File: src/rtl/erc_pkg.sv
package erc_pkg;

  typedef enum logic [1:0] {
    ST_RESET = 2'd0,
    ST_RUN   = 2'd1,
    ST_RSVD  = 2'd2,
    ST_PAUSE = 2'd3
  } run_state_e;

  localparam int VALID_BIT = 2;
  localparam int MRDY_BIT  = 4;

  localparam int NUM_FLAGS = 3;
  // index 0: output service, 1: input service, 2: input done
  localparam int FLAG_POS [NUM_FLAGS] = '{8, 9, 11};

  localparam int OFF_STATE = 0;
  localparam int OFF_SRST  = 1;
  localparam int OFF_OPS   = 2;
  localparam int OFF_IRQEN = 3;

  function automatic logic move_legal(run_state_e cur, run_state_e tgt);
    case (tgt)
      ST_RESET: move_legal = 1'b1;
      ST_RUN:   move_legal = 1'b1;
      ST_PAUSE: move_legal = (cur == ST_RUN);
      default:  move_legal = 1'b0;
    endcase
  endfunction

endpackage

File: src/rtl/erc_state_seq.sv
module erc_state_seq
  import erc_pkg::*;
#(
  parameter int SETTLE = 2
) (
  input  logic       clk,
  input  logic       rst_n,
  input  logic       req,
  input  logic [1:0] req_code,
  input  logic       srst,
  output run_state_e cur_state,
  output logic       valid
);

  localparam int CW = (SETTLE < 2) ? 1 : $clog2(SETTLE + 1);

  run_state_e state_q, pend_q, req_state;
  logic       valid_q;
  logic [CW-1:0] cnt_q;

  assign req_state = run_state_e'(req_code);

  always_ff @(posedge clk or negedge rst_n) begin
    if (!rst_n) begin
      state_q <= ST_RESET;
      pend_q  <= ST_RESET;
      valid_q <= 1'b1;
      cnt_q   <= '0;
    end else if (srst) begin
      state_q <= ST_RESET;
      pend_q  <= ST_RESET;
      valid_q <= 1'b1;
      cnt_q   <= '0;
    end else if (valid_q) begin
      if (req && move_legal(state_q, req_state)) begin
        pend_q  <= req_state;
        valid_q <= 1'b0;
        cnt_q   <= CW'(SETTLE - 1);
      end
    end else if (cnt_q == '0) begin
      state_q <= pend_q;
      valid_q <= 1'b1;
    end else begin
      cnt_q <= cnt_q - 1'b1;
    end
  end

  assign cur_state = state_q;
  assign valid     = valid_q;

  // pause is only ever entered from run
  p_pause_from_run_r3: assert property (@(posedge clk) disable iff (!rst_n)
    (state_q == ST_PAUSE && $past(state_q) != ST_PAUSE) |-> $past(state_q) == ST_RUN);

  // while a transition is settling the visible state does not move
  p_busy_hold_r4: assert property (@(posedge clk) disable iff (!rst_n)
    !valid_q |=> (valid_q || state_q == $past(state_q)));

  // soft reset lands in a settled reset state
  p_srst_r5: assert property (@(posedge clk) disable iff (!rst_n)
    srst |=> (state_q == ST_RESET && valid_q));

  generate
    if (SETTLE >= 2) begin : g_settle_chk
      // valid stays low for more than one cycle
      p_settle_two_r2: assert property (@(posedge clk) disable iff (!rst_n)
        ($fell(valid_q) && !srst) |=> !valid_q);
    end
  endgenerate

endmodule

File: src/rtl/erc_flag_bank.sv
module erc_flag_bank
  import erc_pkg::*;
(
  input  logic                 clk,
  input  logic                 rst_n,
  input  logic [NUM_FLAGS-1:0] evt,
  input  logic [NUM_FLAGS-1:0] clr,
  input  logic                 srst,
  input  logic                 en_we,
  input  logic [NUM_FLAGS-1:0] en_wdata,
  output logic [NUM_FLAGS-1:0] flags,
  output logic [NUM_FLAGS-1:0] en,
  output logic                 irq
);

  genvar i;
  generate
    for (i = 0; i < NUM_FLAGS; i++) begin : g_flag
      always_ff @(posedge clk or negedge rst_n) begin
        if (!rst_n)      flags[i] <= 1'b0;
        else if (srst)   flags[i] <= 1'b0;
        else if (evt[i]) flags[i] <= 1'b1;
        else if (clr[i]) flags[i] <= 1'b0;
      end

      // an event always leaves its flag set
      p_evt_sets_r7: assert property (@(posedge clk) disable iff (!rst_n)
        (evt[i] && !srst) |=> flags[i]);
    end
  endgenerate

  always_ff @(posedge clk or negedge rst_n) begin
    if (!rst_n)     en <= '0;
    else if (en_we) en <= en_wdata;
  end

  assign irq = |(flags & en);

  // level interrupt holds until something clears or masks it
  p_irq_hold_r8: assert property (@(posedge clk) disable iff (!rst_n)
    (irq && !srst && clr == '0 && !en_we) |=> irq);

endmodule

File: src/rtl/erc_reg_port.sv
module erc_reg_port
  import erc_pkg::*;
#(
  parameter int ADDR_W = 4,
  parameter int DATA_W = 32
) (
  input  logic                 clk,
  input  logic                 rst_n,
  input  logic [ADDR_W-1:0]    addr,
  input  logic                 we,
  input  logic [DATA_W-1:0]    wdata,
  input  logic                 re,
  input  logic                 master_rdy_i,
  input  run_state_e           cur_state,
  input  logic                 valid,
  input  logic [NUM_FLAGS-1:0] flags,
  input  logic [NUM_FLAGS-1:0] en,
  output logic                 st_req,
  output logic [1:0]           st_code,
  output logic                 srst,
  output logic [NUM_FLAGS-1:0] clr,
  output logic                 en_we,
  output logic [NUM_FLAGS-1:0] en_wdata,
  output logic [DATA_W-1:0]    rdata,
  output logic                 rvalid,
  output logic                 engine_clear
);

  localparam logic [ADDR_W-1:0] A_STATE = ADDR_W'(OFF_STATE);
  localparam logic [ADDR_W-1:0] A_SRST  = ADDR_W'(OFF_SRST);
  localparam logic [ADDR_W-1:0] A_OPS   = ADDR_W'(OFF_OPS);
  localparam logic [ADDR_W-1:0] A_IRQEN = ADDR_W'(OFF_IRQEN);

  logic mrdy_q;
  logic ops_we;
  logic [DATA_W-1:0] rd_mux;
  logic unused_wbits;

  assign st_req  = we && (addr == A_STATE);
  assign st_code = wdata[1:0];
  assign srst    = we && (addr == A_SRST) && wdata[0];
  assign ops_we  = we && (addr == A_OPS);
  assign en_we   = we && (addr == A_IRQEN);
  assign unused_wbits = ^wdata;

  genvar i;
  generate
    for (i = 0; i < NUM_FLAGS; i++) begin : g_wbit
      assign clr[i]      = ops_we && wdata[FLAG_POS[i]];
      assign en_wdata[i] = wdata[FLAG_POS[i]];
    end
  endgenerate

  always_comb begin
    rd_mux = '0;
    case (addr)
      A_STATE: begin
        rd_mux[1:0]       = cur_state;
        rd_mux[VALID_BIT] = valid;
        rd_mux[MRDY_BIT]  = mrdy_q;
      end
      A_OPS:   for (int k = 0; k < NUM_FLAGS; k++) rd_mux[FLAG_POS[k]] = flags[k];
      A_IRQEN: for (int k = 0; k < NUM_FLAGS; k++) rd_mux[FLAG_POS[k]] = en[k];
      default: rd_mux = '0;
    endcase
  end

  always_ff @(posedge clk or negedge rst_n) begin
    if (!rst_n) begin
      mrdy_q       <= 1'b0;
      rdata        <= '0;
      rvalid       <= 1'b0;
      engine_clear <= 1'b0;
    end else begin
      mrdy_q       <= master_rdy_i;
      rvalid       <= re;
      engine_clear <= srst;
      if (re) rdata <= rd_mux;
    end
  end

  // every read strobe is answered on the next cycle
  p_read_answer_r1: assert property (@(posedge clk) disable iff (!rst_n)
    re |=> rvalid);

  // the clear pulse follows a soft reset write
  p_clear_pulse_r5: assert property (@(posedge clk) disable iff (!rst_n)
    srst |=> engine_clear);

endmodule

File: src/rtl/engine_run_ctl.sv
module engine_run_ctl
  import erc_pkg::*;
#(
  parameter int ADDR_W = 4,
  parameter int DATA_W = 32,
  parameter int SETTLE = 2
) (
  input  logic              clk,
  input  logic              rst_n,
  input  logic [ADDR_W-1:0] reg_addr,
  input  logic              reg_we,
  input  logic [DATA_W-1:0] reg_wdata,
  input  logic              reg_re,
  output logic [DATA_W-1:0] reg_rdata,
  output logic              reg_rvalid,
  input  logic              master_rdy_i,
  input  logic              out_svc_evt,
  input  logic              in_svc_evt,
  input  logic              in_done_evt,
  output logic              move_ok,
  output logic              refill_ok,
  output logic              engine_clear,
  output logic              irq
);

  run_state_e cur_state;
  logic valid, st_req, srst, en_we;
  logic [1:0] st_code;
  logic [NUM_FLAGS-1:0] evt, clr, flags, en, en_wdata;

  assign evt = {in_done_evt, in_svc_evt, out_svc_evt};

  erc_state_seq #(.SETTLE(SETTLE)) u_seq (
    .clk(clk), .rst_n(rst_n), .req(st_req), .req_code(st_code),
    .srst(srst), .cur_state(cur_state), .valid(valid)
  );

  erc_flag_bank u_flags (
    .clk(clk), .rst_n(rst_n), .evt(evt), .clr(clr), .srst(srst),
    .en_we(en_we), .en_wdata(en_wdata), .flags(flags), .en(en), .irq(irq)
  );

  erc_reg_port #(.ADDR_W(ADDR_W), .DATA_W(DATA_W)) u_port (
    .clk(clk), .rst_n(rst_n), .addr(reg_addr), .we(reg_we), .wdata(reg_wdata),
    .re(reg_re), .master_rdy_i(master_rdy_i), .cur_state(cur_state),
    .valid(valid), .flags(flags), .en(en), .st_req(st_req), .st_code(st_code),
    .srst(srst), .clr(clr), .en_we(en_we), .en_wdata(en_wdata),
    .rdata(reg_rdata), .rvalid(reg_rvalid), .engine_clear(engine_clear)
  );

  assign move_ok   = valid && (cur_state == ST_RUN);
  assign refill_ok = valid && (cur_state == ST_PAUSE);

  // the two gates never open together
  p_gates_excl_r9: assert property (@(posedge clk) disable iff (!rst_n)
    !(move_ok && refill_ok));

endmodule

File: config.mk
export PLATFORM = sky130hd
export DESIGN_NAME = engine_run_ctl
export DESIGN_NICKNAME = d
export VERILOG_FILES = /design/src/rtl/erc_pkg.sv /design/src/rtl/erc_state_seq.sv /design/src/rtl/erc_flag_bank.sv /design/src/rtl/erc_reg_port.sv /design/src/rtl/engine_run_ctl.sv
export SDC_FILE = /design/constraint.sdc
export NUM_CORES = 1
export LEC_CHECK = 0
export CAP_MARGIN = 40
export CORE_MARGIN = 2
export CORE_UTILIZATION = 28
export CTS_BUF_LIST = sky130_fd_sc_hd__clkbuf_4 sky130_fd_sc_hd__clkbuf_8
export DETAILED_ROUTE_END_ITERATION = 12
export GPL_ROUTABILITY_DRIVEN = 0
export HOLD_SLACK_MARGIN = 0.06
export PLACE_DENSITY = 0.71
export SLEW_MARGIN = 20
export SYNTH_ARGS = -nofsm -noshare
export SYNTH_HDL_FRONTEND = slang
export SYNTH_SLANG_ARGS = --single-unit
File: constraint.sdc
create_clock -name clk -period 1.64 [get_ports clk]
set_input_delay 0.41 -clock clk [delete_from_list [all_inputs] [get_ports clk]]
set_output_delay 0.41 -clock clk [all_outputs]
set_load 0.02 [all_outputs]
==> flow_metrics.py <==
metrics = {
    "outcome": {
        "status": "finished, final reports clean",
    },
    "grt": {
        "grt_use_total_pct": 11.1,
        "antenna_found_initial": 0,
        "grt_overflow": 0,
        "grt_pass1_vias": 941,
        "grt_pass1_wl_um": 4380,
        "grt_max_degree": 24,
    },
    "die": {
        "ioPinCount": 81,
        "die_w_um": 71.8,
        "fp.dieArea_um2": 5160,
        "core_area_um2": 4380,
        "start_util_pct": 29.4,
        "fp-row-count": 24,
        "die_h_um": 71.8,
    },
    "critical_path": {
        "reg2reg_depth": 4,
        "ff2ff_setup_slack_ns": 0.008,
        "worstPathArrival_ns": 1.81,
        "cp_max_fo": 4,
        "regToRegEndpoint": "u_seq.pend_q[0]",
        "required_ns": 1.82,
        "start_kind": "flip-flop",
        "crit_type": "reg -> reg",
        "worstReg2RegStart": "u_seq.valid",
        "end_kind": "flip-flop",
    },
    "timing": {
        "setup_viol": 0,
        "fin_worst_skew_ns": 0.000698,
        "post-route-min-period_ns": 1.63,
        "hold_viol": 0,
        "fmax_mhz": 613,
        "holdWs_ns": 0.490,
        "min_period_over_period_pct": 99.5,
        "rsz0062_at_grt": "yes",
        "final_max_slew_viol_count": 0,
    },
    "clock_tree": {
        "clockBufferDepth": 2,
        "holdBufCountCts": 0,
        "clockRootBuffer": "clkbuf_8",
        "cts_max_level": 1,
        "clock-sinks": 23,
        "numCtsBuffers": 3,
        "cts_tree": "yes",
        "insertion_delay_ns": 0.26,
        "path_clk_slew_ns": 0.08,
    },
    "routing": {
        "ant_nets": 0,
        "via_per_inst": 4.28,
        "drt_iter0_markers": 45,
        "wl_per_cell_um": 11.4,
        "drc": 0,
        "dr.pass1.iters": 4,
        "num_vias": 988,
        "drt_wl_total_um": 2640,
    },
    "synthesis": {
        "synth_edf_count": 0,
        "synth_top_area_cell": "dfrtp_1",
        "post-synth-top-count-cell": "buf_4",
        "syn_area_um2": 1290,
        "post_synth.cell_area_avg_um2": 10.1,
        "synth_common_cells": "26 x buf_4, 22 x dfrtp_1, 17 x inv_1",
        "ys_types": 31,
        "postSynthCellCount": 128,
        "synth.area.top_cells": "dfrtp_1 43%, buf_4 15%, mux2_2 5.2%",
        "yosys_warnings": 0,
        "yosysTopAreaCellShare_pct": 42.8,
        "synth-seq-area-share_pct": 44.8,
        "ys_ff_latch": 23,
        "ys_async_sr_fraction_pct": 100,
        "ys.flop_type": "dfrtp_1",
    },
    "cells_and_area": {
        "multiInputGateArea_um2": 548,
        "areaGrowthSynthToFinish_pct": 36.6,
        "regArea_um2": 577,
        "drive_gt1_share_pct": 25.7,
        "design_area_um2": 1760,
        "antenna_cells": 0,
        "fin_util_pct": 40.1,
        "fillCellCount": 432,
        "final_nets": 225,
    },
    "placement": {
        "placed_cell_area_um2": 1650,
        "place_hpwl_um": 2030,
        "portBuffers": 28,
    },
    "power": {
        "power_leakage_uw": 0.000859,
        "p_per_area_nw_per_um2": 951,
        "vdd_drop_max_uv": 353,
    },
    "run": {
        "drv_cap": 0,
    },
    "hold_path": {
        "hp-class": "in -> async",
    },
}
-- critical path, cell delays in order, from the launching register on --
cell and delay [ns]:
dfstp_2 0.55, buf_6 0.10, or3b_4 0.39, a211oi_4 0.26, mux2i_1 0.25
-- flip-flops by register name, indices dropped and copies added, names as in the netlist --
signal / cells
u_flags.en: 3
u_flags.flags: 3
u_port.engine_clear: 1
u_port.mrdy_q: 1
u_port.rdata: 7
u_port.rvalid: 1
u_seq.cnt_q: 2
u_seq.cur_state: 2
u_seq.pend_q: 2
u_seq.valid: 1
-- worst max-delay path by stage --
stage | cells after the start | to | slack [ns] | startpoint
5_1_grt | 3 | irq | -0.06 | u_flags.en[1]
6_report | 4 | u_seq.pend_q[0] | 0.008 | u_seq.valid
2_1_floorplan | 2 | move_ok | 0.13 | u_seq.valid
4_1_cts | 4 | u_seq.pend_q[0] | -0.006 | u_seq.valid
3_3_place_gp | 4 | u_seq.pend_q[1] | -0.29 | reg_we
3_5_place_dp | 4 | u_seq.pend_q[0] | -0.34 | reg_addr[3]
-- repair_timing --
action,in CTS,in global routing
endpoints found under the setup margin,10,9
buffers inserted,2,3
pin swaps,4,2
cloned,0,0
resized for setup,26,8
-- logic make-up (layout without fill, tap and decap cells) --
kind of cell / count (synthesis) / in the layout / synth area share, %
compound gates: 22 / 22 / 12.4
mux: 10 / 10 / 8.36
fa+ha+maj: 1 / 1 / 0.972
other cells: 1 / 25 / 0.291
flops: 23 / 23 / 44.8
simple gates: 25 / 25 / 11.6
buf+inv: 46 / 73 / 21.6
-- stage by stage --
stage	TNS (ns)	power, uW	cells	setup WS, ns
2_1_floorplan	0	1080	152	0.128
3_3_place_gp	-3.14	1260	222	-0.292
3_5_place_dp	-3.13	1280	222	-0.339
4_1_cts	-0.0104	1650	228	-0.00628
5_1_grt	-0.143	1800	231	-0.0628
6_report	0	1670	231	0.00801
-- power breakdown --
| group | switching, uW | internal, uW |
|---|---|---|
| logic | 310 | 279 |
| registers | 59.0 | 660 |
| clock network | 175 | 190 |
| total | 544 | 1130 |
-- cell type report --
type / instances / area share [%]
Sequential cell: 23 / 32.8
Tap cell: 52 / 3.70
Multi-Input combinational cell: 83 / 31.2
Clock buffer: 4 / 2.77
Inverter: 17 / 3.63
Timing Repair Buffer: 52 / 26.0
-- per-layer routing --
layer  routed length (um)  GRT usage [%]  share of wire (%)  vias to the layer above
li1                     -              -                  -                      492
met2                 1270           17.2                 48                       32
met3                  188           3.52                7.1                        5
met1                 1130           14.1                 43                      459
met5                    0              0                  0                        -
met4                   46           5.03                1.7                        0
-- placed cells by master, fill, tap and decap left out, types with 2 or more instances in the layout --
master,netlist,routed
dlymetal6s2s_1,0,3
dfrtp_1,22,22
conb_1,1,25
clkbuf_8,0,3
dlygate4sd2_1,0,7
or3b_4,1,2
nor2_1,10,10
mux2i_1,4,4
nand4_1,4,4
buf_4,26,24
o21ai_0,7,7
mux2_2,6,6
inv_1,17,16
a311oi_1,3,3
clkdlybuf4s50_1,0,15
o22ai_1,6,5
buf_6,1,2
Note: power is estimated with default switching activity, not from simulation.
